<file path="config.mk">
export PLATFORM = sky130hd
export DESIGN_NAME = irq_cmd_engine
export DESIGN_NICKNAME = d
export VERILOG_FILES = /design/src/rtl/irq_cmd_pkg.sv /design/src/rtl/irq_cmd_decode.sv /design/src/rtl/irq_state_table.sv /design/src/rtl/irq_status_reg.sv /design/src/rtl/irq_cmd_engine.sv
export SDC_FILE = /design/constraint.sdc
export NUM_CORES = 1
export LEC_CHECK = 0
export BUFFER_PORTS_ARGS = -buffer_cell sky130_fd_sc_hd__buf_2
export CORE_MARGIN = 2
export CORE_UTILIZATION = 25
export CTS_CLUSTER_SIZE = 30
export DETAILED_ROUTE_END_ITERATION = 8
export SLEW_MARGIN = 0
export SYNTH_ARGS = -nofsm -noshare
export SYNTH_HDL_FRONTEND = slang
export SYNTH_SLANG_ARGS = --single-unit
</file>
<file path="constraint.sdc">
create_clock -name clk -period 2.8 [get_ports clk]
set_input_delay 0.56 -clock clk [delete_from_list [all_inputs] [get_ports clk]]
set_output_delay 0.56 -clock clk [all_outputs]
set_load 0.01 [all_outputs]
</file>
<file path="src/rtl/irq_cmd_pkg.sv">
package irq_cmd_pkg;

  localparam int CMD_W  = 64;
  localparam int ID_W   = 24;
  localparam int PRIO_W = 5;
  localparam int AFF_W  = 16;

  localparam int OP_LSB    = 60;
  localparam int TYPE_LSB  = 29;
  localparam int ROUTE_BIT = 28;
  localparam int FLAG_BIT  = 32;
  localparam int PRIO_LSB  = 35;
  localparam int AFF_LSB   = 32;

  localparam logic [2:0] TYPE_WIRED = 3'd3;

  typedef enum logic [3:0] {
    OP_EN   = 4'd0,
    OP_DIS  = 4'd1,
    OP_PRIO = 4'd2,
    OP_AFF  = 4'd3,
    OP_PEND = 4'd4,
    OP_EOI  = 4'd5,
    OP_RDBK = 4'd6,
    OP_MODE = 4'd7,
    OP_ACK  = 4'd8
  } op_e;

  typedef struct packed {
    op_e               op;
    logic              type_ok;
    logic              route;
    logic              flag;
    logic [PRIO_W-1:0] prio;
    logic [AFF_W-1:0]  aff;
    logic [ID_W-1:0]   id;
  } cmd_t;

  typedef struct packed {
    logic              pend;
    logic              act;
    logic              en;
    logic              lvl;
    logic [PRIO_W-1:0] prio;
    logic              route;
    logic [AFF_W-1:0]  aff;
  } entry_t;

endpackage

</file>
<file path="src/rtl/irq_cmd_decode.sv">
module irq_cmd_decode
  import irq_cmd_pkg::*;
(
  input  logic [CMD_W-1:0] word,
  output cmd_t             cmd
);

  logic unused_bits;
  assign unused_bits = ^{word[59:48], word[27:24]};

  always_comb begin
    cmd.op      = op_e'(word[OP_LSB +: 4]);
    cmd.type_ok = (word[TYPE_LSB +: 3] == TYPE_WIRED);
    cmd.route   = word[ROUTE_BIT];
    cmd.flag    = word[FLAG_BIT];
    cmd.prio    = word[PRIO_LSB +: PRIO_W];
    cmd.aff     = word[AFF_LSB +: AFF_W];
    cmd.id      = word[ID_W-1:0];
  end

endmodule

</file>
<file path="src/rtl/irq_state_table.sv">
module irq_state_table
  import irq_cmd_pkg::*;
#(
  parameter int NUM_IRQ = 16
) (
  input  logic   clk,
  input  logic   rst,
  input  logic   upd_vld,
  input  cmd_t   upd,
  output logic   sel_ok,
  output entry_t sel_ent
);

  localparam int IDX_W = (NUM_IRQ > 1) ? $clog2(NUM_IRQ) : 1;

  entry_t           tbl [NUM_IRQ];
  logic             in_range;
  logic [IDX_W-1:0] idx;

  assign in_range = (upd.id < ID_W'(NUM_IRQ));
  assign idx      = upd.id[IDX_W-1:0];
  assign sel_ok   = in_range && upd.type_ok;
  assign sel_ent  = sel_ok ? tbl[idx] : '0;

  for (genvar g = 0; g < NUM_IRQ; g++) begin : g_ent
    logic hit;
    assign hit = upd_vld && sel_ok && (idx == IDX_W'(g));

    always_ff @(posedge clk) begin
      if (rst) begin
        tbl[g] <= '0;
      end else if (hit) begin
        case (upd.op)
          OP_EN:   tbl[g].en   <= 1'b1;
          OP_DIS:  tbl[g].en   <= 1'b0;
          OP_PRIO: tbl[g].prio <= upd.prio;
          OP_AFF: begin
            tbl[g].aff   <= upd.aff;
            tbl[g].route <= upd.route;
          end
          OP_PEND: tbl[g].pend <= upd.flag;
          OP_MODE: tbl[g].lvl  <= upd.flag;
          OP_EOI:  tbl[g].act  <= 1'b0;
          OP_ACK: begin
            if (tbl[g].en && tbl[g].pend) begin
              tbl[g].act  <= 1'b1;
              tbl[g].pend <= 1'b0;
            end
          end
          default: ;
        endcase
      end
    end
  end

endmodule

</file>
<file path="src/rtl/irq_status_reg.sv">
module irq_status_reg
  import irq_cmd_pkg::*;
(
  input  logic   clk,
  input  logic   rst,
  input  logic   ld,
  input  logic   ok,
  input  entry_t ent,
  output logic   done,
  output logic   fault,
  output entry_t st
);

  always_ff @(posedge clk) begin
    if (rst) begin
      done  <= 1'b0;
      fault <= 1'b0;
      st    <= '0;
    end else begin
      done <= ld;
      if (ld) begin
        fault <= !ok;
        st    <= ok ? ent : '0;
      end
    end
  end

endmodule

</file>
<file path="src/rtl/irq_cmd_engine.sv">
module irq_cmd_engine
  import irq_cmd_pkg::*;
#(
  parameter int NUM_IRQ = 16
) (
  input  logic              clk,
  input  logic              rst,
  input  logic              cmd_valid,
  output logic              cmd_ready,
  input  logic [CMD_W-1:0]  cmd_word,
  input  logic              bar_req,
  output logic              bar_ack,
  output logic              rb_done,
  output logic              rb_fault,
  output logic              rb_pend,
  output logic              rb_act,
  output logic              rb_en,
  output logic              rb_lvl,
  output logic [PRIO_W-1:0] rb_prio,
  output logic              rb_route,
  output logic [AFF_W-1:0]  rb_aff
);

  cmd_t   dec;
  cmd_t   s_cmd;
  logic   s_vld;
  logic   rdy_q;
  logic   acc;
  logic   sel_ok;
  entry_t sel_ent;
  entry_t st;

  irq_cmd_decode u_dec (
    .word (cmd_word),
    .cmd  (dec)
  );

  assign cmd_ready = rdy_q && !bar_req;
  assign acc       = cmd_valid && cmd_ready;

  always_ff @(posedge clk) begin
    if (rst) begin
      rdy_q   <= 1'b0;
      s_vld   <= 1'b0;
      s_cmd   <= '0;
      bar_ack <= 1'b0;
    end else begin
      rdy_q   <= 1'b1;
      s_vld   <= acc;
      if (acc) s_cmd <= dec;
      bar_ack <= bar_req && !s_vld && !acc;
    end
  end

  irq_state_table #(.NUM_IRQ(NUM_IRQ)) u_tbl (
    .clk     (clk),
    .rst     (rst),
    .upd_vld (s_vld),
    .upd     (s_cmd),
    .sel_ok  (sel_ok),
    .sel_ent (sel_ent)
  );

  irq_status_reg u_stat (
    .clk   (clk),
    .rst   (rst),
    .ld    (s_vld && (s_cmd.op == OP_RDBK)),
    .ok    (sel_ok),
    .ent   (sel_ent),
    .done  (rb_done),
    .fault (rb_fault),
    .st    (st)
  );

  assign rb_pend  = st.pend;
  assign rb_act   = st.act;
  assign rb_en    = st.en;
  assign rb_lvl   = st.lvl;
  assign rb_prio  = st.prio;
  assign rb_route = st.route;
  assign rb_aff   = st.aff;

endmodule

</file>
# Word level (Yosys, flattened, before mapping)
# Memory sizes are Yosys's and may differ from the RTL's. A register that Yosys moved wholly into a read port is not among the register bits.
# Cells that the tools add are included.
# totals
register_bits,83
mem_bits_rw,416
output_inout_bits,30
word_cells,839
mem_count,1
# classes
order_cmp,1
eq_ne,24
mux,589
n_bitwise,160
reduce_logical,45
# mem_list
name,depth,word_bits,read_ports,rd_clocked_by_memory_dff,write_ports,line,rtl
u_tbl.tbl,16,26,17,1,16,irq_state_table.sv:16,entry_t tbl [NUM_IRQ];
# op_table
op,n
1-bit two-way mux,554
16-bit two-way mux,16
1-bit bitwise OR,160
5-bit two-way mux,16
1-bit logical AND,39
4-bit equality test (second input constant),9
4-bit by 3-bit equality test with 1-bit output (second input constant),8
26-bit two-way mux,1
24-bit by 5-bit less-than comparator with 1-bit output (second input constant),1
4-bit by 2-bit equality test with 1-bit output (second input constant),4
4-bit by 1-bit equality test with 1-bit output (second input constant),2
4-bit logical NOT,2
4-bit two-way mux,2
1-bit logical NOT,4
3-bit by 2-bit equality test with 1-bit output (second input constant),1

# Longest topological paths before layout
# Gate-level depths: netlist (run 1).
# logic_depth
word_depth,9
mapped_depth,7
depth_no_buf,4

# Modules after synthesis
# From an unflattened synthesis (run 1), not the netlist that was laid out.
# unflattened
hier_cells,1909
hier_area_um2,23939.2
# by_module_without_submodules
mod,n_inst,cells_each,area_each_um2,seq_area_each_um2
irq_state_table,1,1501,19917.9,12492.0
irq_cmd_engine,1,235,2481.1,1101.1
irq_status_reg,1,121,1148.6,560.5
irq_cmd_decode,1,52,391.6,0.0

# Worst setup path after synthesis (run 1)
# No wires, ideal clock.
# synth_path
path_type,reg2reg
start,reg s_cmd[17] (netlist bit)
end,mem u_tbl.tbl[15][0] (netlist bit) (enable)
setup_time_ps,415
arrival_ps,2578
t_required_ps,2385
setup_slack_ps,-193
stages_incl_launch_ff,7
n_path_buf,2
period_less_slack_ps,2993
path_cell_list,dfxtp_1 -> nor4_4 -> and4_1 -> buf_4 -> buf_6 -> nand3_2 -> o21ai_0
# synth_rtl
item,line,rtl
start: declaration,irq_cmd_engine.sv:25,cmd_t s_cmd;
start signal: assignment,irq_cmd_engine.sv:45,s_cmd <= '0;
start signal: assignment,irq_cmd_engine.sv:50,if (acc) s_cmd <= dec;
end: declaration,irq_state_table.sv:16,

==> run summary, run 1 <==
The required arrival time at the worst endpoint came out at 3.09 ns. Per report_power, the clock group accounts for 41.8% of the total. The initial cell density of the core is 25.1%. Yosys printed 0 warnings. In this run, synthesis inferred 416 flip-flops with an integrated enable. VDD sags by at most 0.400 mV. The number of cell rows came out at 110. The fraction of final layout cells sized beyond drive strength 1 is 16.2%.

In this run the count of I/O pins placed on the die edge is 98. The flop and latch count out of synthesis came out at 497. The minimum setup slack among reg-to-reg paths is 0.23 ns. The number of clock sinks is 497.

The final max-slew violation count is 0. The H-tree was split into 2 levels. For this run, the total global-route usage over all layers was measured as 13.9%. The final antenna diode count is 0. The internal power consumption came out at 12.2 mW. In the synthesized netlist, the cells that appear most often are sky130_fd_sc_hd__nor2_1 (432), sky130_fd_sc_hd__edfxtp_1 (416), sky130_fd_sc_hd__nand2_1 (186). The post-synthesis instance area came out at 0.0226 mm^2. In this run the power spent charging and discharging nets is 3.54 mW. Of all cell types, the one taking the most synthesized area is sky130_fd_sc_hd__edfxtp_1. The sequential power share came out at 52.7%. The cell sitting at the root of the clock tree is a sky130_fd_sc_hd__clkbuf_16. Across the run, the number of max-cap violations was 0. The leakage dissipation is 8.14 nW.

The first TritonRoute pass finished after 5 iterations. The number of setup buffers added after CTS is 0. The layout filler cell count came out at 9216. The worst setup path is captured at a flip-flop. Setup violations remaining at the end of the flow were counted as 0. The remaining max-slew budget at the tightest pin is 41.8%. The switching fraction of total power is 22.5%. Combinational logic is responsible for 5.5% of the overall power. The total grt overflow came out at 0. The number of hold violations in the final report came to 0. The core area came out at 0.0897 mm^2.

The final clock skew is 0.0217 ns. The achievable clock frequency is 389 MHz. The share of flip-flops with an asynchronous set or reset came out at 0%. The maximum fanout along the worst path is 19. The wire length of the first global-routing pass came out at 97.1 mm. The minimum clock period is 2.57 ns.

The worst-case setup slack after placement came out at 0.255 ns. Among all cell types in the netlist, the one instantiated most often is sky130_fd_sc_hd__nor2_1. Clock tree synthesis inserted a total of 49 buffers.

After Yosys synthesis, full adders, half adders and majority gates account for 0% of the synthesized area. Of the post-synthesis cell area, the dominant cell type holds 55.4%. The area added between synthesis and finish is 15.3%. The vias after detailed routing is 15400. The run finished with clean final reports.

In this run the worst hold path is classified as input port to flip-flop. The sequential cell area came out at 0.0141 mm^2. The number of instances in the synthesized netlist came out at 1916. The total power of the final layout is 15.8 mW.

Buffers placed on the I/O ports in this run total 81. The share of synthesized area spent on multiplexers is 9.65%. The pin slew with the least headroom to its limit is 0.872 ns. The maximum root-to-sink buffer count is 3.

Setup repair after global routing left no endpoint under its margin. Dividing the synthesized area by the synthesized cell count gives 11.8 um^2. The average detailed-routed wire length per instance came out at 20.5 um.

The die outline width came out at 304 um. The count of unresolved DRC violations after routing is 0. After synthesis, flip-flops and latches occupy 62.6% of the total area. The fraction of the mapped netlist area in compound gates came out at 8.19%.

The slack of the critical path is 0.231 ns. The via density per instance is 4.82. The portion of the clock cycle consumed by the worst path in the final layout came out at 91.8%. The placer's final routability congestion estimate is 0.800. The power per cell area came out at 607 mW/mm^2. The post-route setup TNS is 0 ns. The count of unique library cells instantiated by Yosys is 51. Clock-pin slew was measured on the worst setup and hold paths at 0.06 ns. The post-layout net count is 2051. The die is 304 um tall. TritonCTS built the clock tree. Yosys attributes the largest share of cell area to sky130_fd_sc_hd__edfxtp_1 (55%), sky130_fd_sc_hd__dfxtp_1 (7.2%), sky130_fd_sc_hd__nor2_1 (7.2%). By area, the combinational part of the netlist is dominated by simple AND/OR/NAND/NOR gates. The number of hold buffers added after cts came out at 0.

The largest net degree at the start of global routing came out at 75. The xor-xnor portion of the synthesized cell area is 0%. At the later pin of the worst-skew pair, clock insertion delay measures 0.61 ns. The overall routed net length is 65.6 mm.

The number of global-route vias before repair came out at 14800. The number of DRC markers after the initial detailed-route iteration came out at 1681. Once detail routing completed, the nets flagged for antenna violations numbered 0. At the worst endpoint, the arrival time is 2.86 ns. The most used flip-flop cell after synthesis is sky130_fd_sc_hd__edfxtp_1. The HPWL reported at the end of detailed placement came out at 40.9 mm. The fraction of the mapped netlist area in simple logic gates came out at 15.7%. The kind of start point of the critical path is a flip-flop.

The die area came out at 0.0927 mm^2. The number of nets in the synthesized netlist is 1984. The setup path with the least slack is of type flip-flop to flip-flop.

The initial antenna violation count is 0. The number of gates resized after cts came out at 0. The combined area of the multi-input logic cells is 0.00760 mm^2.
[metrics by stage]
stage	std cells	hold slack (ns)	util, %	area [um^2]
after floorplan	1916	0.427	-	22600
after global placement	3108	0.437	27.2	24400
after detailed placement	3108	0.439	27.2	24400
after CTS	3200	0.153	29.0	26000
after global routing	3200	0.176	29.0	26000
final	3200	0.185	29.0	26000
[worst max-delay path, cell delays in order (launching register included)]
cell and delay (ns):
sky130_fd_sc_hd__dfxtp_1 0.33, sky130_fd_sc_hd__nor4_4 0.33, sky130_fd_sc_hd__and3_2 0.56, sky130_fd_sc_hd__buf_4 0.39, sky130_fd_sc_hd__nand3_4 0.33, sky130_fd_sc_hd__o21ai_0 0.30
[cells by family after synthesis]
family	count (synthesis)
and+or+nand+nor	774
DFF	497
AOI/OAI and AO/OA	301
muxes	180
buffers and inverters	164
[power groups by stage]
stage	Clock [mW]	Combinational, mW	Sequential [mW]
6_report	6.61	0.865	8.31
4_1_cts	6.70	0.868	8.31
5_1_grt	6.96	0.923	8.33
3_5_place_dp	0	0.864	8.47
2_1_floorplan	0	0.523	8.43
3_3_place_gp	0	0.860	8.46
[cell usage in the layout, fill, tap and decap left out, types with 8 or more instances in the layout]
cell                        count
sky130_fd_sc_hd__buf_2         80
sky130_fd_sc_hd__clkbuf_16     49
sky130_fd_sc_hd__clkbuf_1      10
sky130_fd_sc_hd__nand3_1       22
sky130_fd_sc_hd__a31oi_1       32
sky130_fd_sc_hd__nand3_4       14
sky130_fd_sc_hd__buf_4         85
sky130_fd_sc_hd__nand2_1      184
sky130_fd_sc_hd__o221ai_1      24
sky130_fd_sc_hd__nor3_1        22
sky130_fd_sc_hd__nor2b_1       45
sky130_fd_sc_hd__nor2_2        10
sky130_fd_sc_hd__buf_12         8
sky130_fd_sc_hd__mux2i_1      150
sky130_fd_sc_hd__o21ai_1       20
sky130_fd_sc_hd__nor2_1       432
sky130_fd_sc_hd__o32ai_1       24
sky130_fd_sc_hd__o22ai_1       25
sky130_fd_sc_hd__clkinv_2       8
sky130_fd_sc_hd__edfxtp_1     416
sky130_fd_sc_hd__clkinv_1       8
sky130_fd_sc_hd__dfxtp_1       79
sky130_fd_sc_hd__clkbuf_8       8
sky130_fd_sc_hd__a21o_1        28
sky130_fd_sc_hd__o21ai_0       95
sky130_fd_sc_hd__mux4_2        30
sky130_fd_sc_hd__a21oi_1       46
[layer usage]
layer  wire [um]  global-route usage [%]
met1       28200                    18.7
met2       31200                    22.8
met3        4740                    2.49
met4        1520                    3.96
met5           0                       0
[final timing paths]
path                                          end    startpoint  cells after the start
worst min register to register       u_stat.st[4]  u_stat.st[4]                      2
worst max-delay path            u_tbl.tbl[13][23]      s_cmd[4]                      5
worst max register to register  u_tbl.tbl[13][23]      s_cmd[4]                      5
worst min-delay path                    s_cmd[37]  cmd_word[45]                      3
[area by class of cell]
cell class | count | share of cell area, %
Clock inverter | 25 | 0.832
Multi-Input combinational cell | 1255 | 29.2
Inverter | 7 | 0.101
Sequential cell | 497 | 54.3
Tap cell | 1176 | 5.66
Clock buffer | 67 | 5.28
Timing Repair Buffer | 173 | 4.61
[registers in the layout, indices dropped and copies added, names as in the netlist, named ones only]
| register | count |
|---|---|
| u_tbl.tbl | 416 |
| s_cmd | 46 |
| u_stat.st | 26 |
| bar_ack | 1 |
| rdy_q | 1 |
| s_vld | 1 |
| u_stat.done | 1 |
| u_stat.fault | 1 |
Note: power is estimated with default switching activity, not from simulation.
==> run 2, diff against run 1 <==
--- a/config.mk
+++ b/config.mk
@@ -10,7 +10,8 @@
 export CORE_UTILIZATION = 25
 export CTS_CLUSTER_SIZE = 30
 export DETAILED_ROUTE_END_ITERATION = 8
-export SLEW_MARGIN = 0
+export PLACE_DENSITY = 0.35
+export SLEW_MARGIN = 25
 export SYNTH_ARGS = -nofsm -noshare
 export SYNTH_HDL_FRONTEND = slang
 export SYNTH_SLANG_ARGS = --single-unit
==> constraint.sdc (replaced) <==
create_clock -name clk -period 3.2 [get_ports clk]
set_input_delay 0.64 -clock clk [delete_from_list [all_inputs] [get_ports clk]]
set_output_delay 0.64 -clock clk [all_outputs]
set_load 0.01 [all_outputs]
==> run summary, run 2 (synthesized netlist as in run 1, its figures left out) <==
The number of DRC markers after the initial detailed-route iteration came out at 1135 (was 1681). The required arrival time at the worst endpoint is 3.47 ns (was 3.09 ns). The placer's final routability congestion estimate is 0.733 (was 0.800). The clock root buffer is sky130_fd_sc_hd__clkbuf_16 (unchanged). The sequential cell area is 0.0141 mm^2 (about the same). The initial cell density of the core was 25.1% (unchanged). The global-route usage over all layers came to 16.5% (was 13.9%). The maximum VDD drop is 0.411 mV (was 0.400 mV). The internal power consumption came out at 11.6 mW (was 12.2 mW). The fraction of power consumed by the clock network came to 46.3% (was 41.8%).

The count of H-tree levels built during CTS came to 2 (unchanged). The combined area of the multi-input logic cells is 0.00760 mm^2 (about the same). The final antenna diode count came out at 0 (unchanged). The overall routed net length came out at 77.5 mm (was 65.6 mm).

The maximum root-to-sink buffer count is 3 (unchanged). The kind of start point of the critical path is a flip-flop (unchanged). Run status: finished, final reports clean (unchanged). The portion of the clock cycle consumed by the worst path in the final layout came out at 83.8% (was 91.8%).

The most frequent standard cell in the layout excluding fill and tap cells was sky130_fd_sc_hd__nor2_1 (unchanged). The clock-pin slew reported for the worst setup and hold paths after clock tree synthesis came out at 0.06 ns (about the same). The fraction of final layout cells sized beyond drive strength 1 is 16.3% (was 16.2%). The register containing the most flip-flops in the final layout is u_tbl.tbl (unchanged). The number of detailed-route iterations in the first pass is 5 (unchanged).

The switching fraction of total power is 22.8% (was 22.5%). The number of clock sinks came out at 497 (unchanged). The post-route setup TNS is 0 ns (unchanged).

The area added between synthesis and finish is 16.3% (was 15.3%). The global-route layer with the greatest usage is met2 (unchanged). The top-level I/O count is 98 (unchanged). The layout filler cell count was 9291 (was 9216). The average detailed-routed wire length per instance is 24.2 um (was 20.5 um).

The height of the die came out at 304 um (unchanged). The final clock skew is 0.0343 ns (was 0.0217 ns). List of cells traversed by the critical path: nor3b_1 -> and4_2 -> buf_12 -> nand3_2 -> o21ai_0 (was nor4_4 -> and3_2 -> buf_4 -> nand3_4 -> o21ai_0). Top Registers: u_tbl.tbl x416, s_cmd x46, u_stat.st x26 (unchanged). The critical path start-end classification was flip-flop to flip-flop (unchanged). The final max-slew violation count is 0 (unchanged). The net switching power figure was 3.42 mW (was 3.54 mW).

The flip-flop count of the largest register after layout was 416 (unchanged). The final number of setup-violating endpoints came to 0 (unchanged). The count of unresolved DRC violations after routing came to 0 (unchanged).

The met1 track demand over resource in global routing came out at 23.2% (was 18.7%). The worst min-delay path class is input port to flip-flop (unchanged). The via density per instance is 4.77 (was 4.82). The number of hold buffers added after cts is 0 (unchanged). The power per cell area came to 571 mW/mm^2 (was 607 mW/mm^2). The pin slew with the least headroom to its limit came out at 0.914 ns (was 0.872 ns). The clock tree from TritonCTS is done (unchanged). Commonest cells after routing, fill and taps aside: sky130_fd_sc_hd__nor2_1 (432), sky130_fd_sc_hd__edfxtp_1 (416), sky130_fd_sc_hd__nand2_1 (185) (was sky130_fd_sc_hd__nor2_1 (432), sky130_fd_sc_hd__edfxtp_1 (416), sky130_fd_sc_hd__nand2_1 (184)). The largest net degree at the start of global routing came out at 75 (unchanged).

The number of global-route vias before repair came to 15300 (was 14800). Unrepaired setup endpoints after global routing: no (unchanged). The post-layout net count is 2041 (was 2051). The number of gates resized after cts came out at 0 (unchanged). The achievable clock frequency is 373 MHz (was 389 MHz). The total of max-cap violations came out at 0 (unchanged).

The total grt overflow is 0 (unchanged). The number of buffers inserted during clock tree synthesis came out at 58 (was 49). The number of nets with antenna violations after detailed routing is 0 (unchanged).

The category of the worst setup path capture point is a flip-flop (unchanged). The number of hold violations in the final report is 0 (unchanged). The minimum clock period is 2.68 ns (was 2.57 ns). The sequential power share is 48.6% (was 52.7%).

The maximum fanout along the worst path came out at 18 (was 19). The met2 track utilization from global routing is 27.0% (was 22.8%). The number of cell rows is 110 (unchanged). The arrival time of the worst setup path came out at 2.95 ns (was 2.86 ns). The met3 global-route usage came out at 2.62% (was 2.49%). The initial antenna violation count was 0 (unchanged).

The vias after detailed routing came to 15200 (was 15400). The die area is 0.0927 mm^2 (unchanged). The slowest library cell on the worst path is sky130_fd_sc_hd__o21ai_0 (was sky130_fd_sc_hd__and3_2). The number of post-CTS setup repair buffers is 0 (unchanged). The leakage dissipation came out at 8.26 nW (was 8.14 nW). The HPWL reported at the end of detailed placement came out at 47.1 mm (was 40.9 mm). The wire length of the first global-routing pass is 112 mm (was 97.1 mm).

The worst hold slack after final layout came to 0.228 ns (was 0.185 ns). The combinational fraction of design power is 5.1% (was 5.5%). The die outline width came out at 304 um (unchanged).

The number of buffers inserted by port buffering is 81 (unchanged). The clock network latency to the later pin of the worst-skew pair is 0.65 ns (was 0.61 ns). The largest stage delay on the critical path is 0.59 ns (was 0.56 ns). The core area is 0.0897 mm^2 (unchanged). The remaining max-slew budget at the tightest pin came to 38.8% (was 41.8%).
## run 2: cell types whose count changed in the layout (fill, tap and decap cells not counted), moves of 3 or more
cell	change
sky130_fd_sc_hd__clkinv_2	+4
sky130_fd_sc_hd__clkinv_1	-4
sky130_fd_sc_hd__clkbuf_16	+10
sky130_fd_sc_hd__buf_4	-18
sky130_fd_sc_hd__clkbuf_8	+3
sky130_fd_sc_hd__bufinv_16	+3
## run 2: path summary, 6_finish.rpt
check / start / end / slack (ns) / cells after the start
hold / removal: cmd_word[22] / s_cmd[22] / 0.23 / 3
hold reg to reg: u_stat.st[7] / u_stat.st[7] / 0.44 / 2
setup reg to reg: s_cmd[21] / u_tbl.tbl[3][21] / 0.52 / 5
setup / recovery: s_cmd[21] / u_tbl.tbl[3][21] / 0.52 / 5
## run 2: stage by stage
stage                     util, %  cells  cell area (um^2)  worst slack, ns  power (mW)
after global placement       27.0   3089             24300            0.567        8.20
after detailed placement     27.0   3089             24300            0.520        8.21
final                        29.2   3199             26200            0.518        15.0
after floorplan                 -   1916             22600            0.207        7.83
after CTS                    29.2   3199             26200            0.493        15.2
after global routing         29.2   3199             26200            0.322        15.5
## run 2: power groups by stage
stage	logic [mW]	registers (mW)	clock network [mW]
floorplan	0.458	7.38	0
global placement	0.785	7.41	0
detailed placement	0.787	7.42	0
CTS	0.791	7.29	7.15
global route	0.834	7.30	7.35
finish	0.771	7.29	6.94
## run 2: layout make-up
cell class / count / share of cell area (%)
flip-flops and latches: 497 / 53.8
multi-input cells: 1255 / 29.0
clock buffers: 85 / 6.44
well taps: 1176 / 5.61
repair buffers: 154 / 3.98
clock inverters: 25 / 1.11
inverters: 7 / 0.100
## run 2: routing by layer
| layer | vias up | share of wire [%] |
|---|---|---|
| met2 | 393 | 46 |
| met1 | 7737 | 47 |
| li1 | 7036 | - |
| met5 | - | 0 |
| met4 | 0 | 1.6 |
| met3 | 80 | 4.7 |
## run 2: critical path, delay by kind of cell, from the launching register on
kind / cells / cell delay [ns]
AND/OR/NAND/NOR: 3 / 1.12
buffers and inverters: 1 / 0.25
flip-flops: 1 / 0.31
AO/OA/AOI/OAI: 1 / 0.59
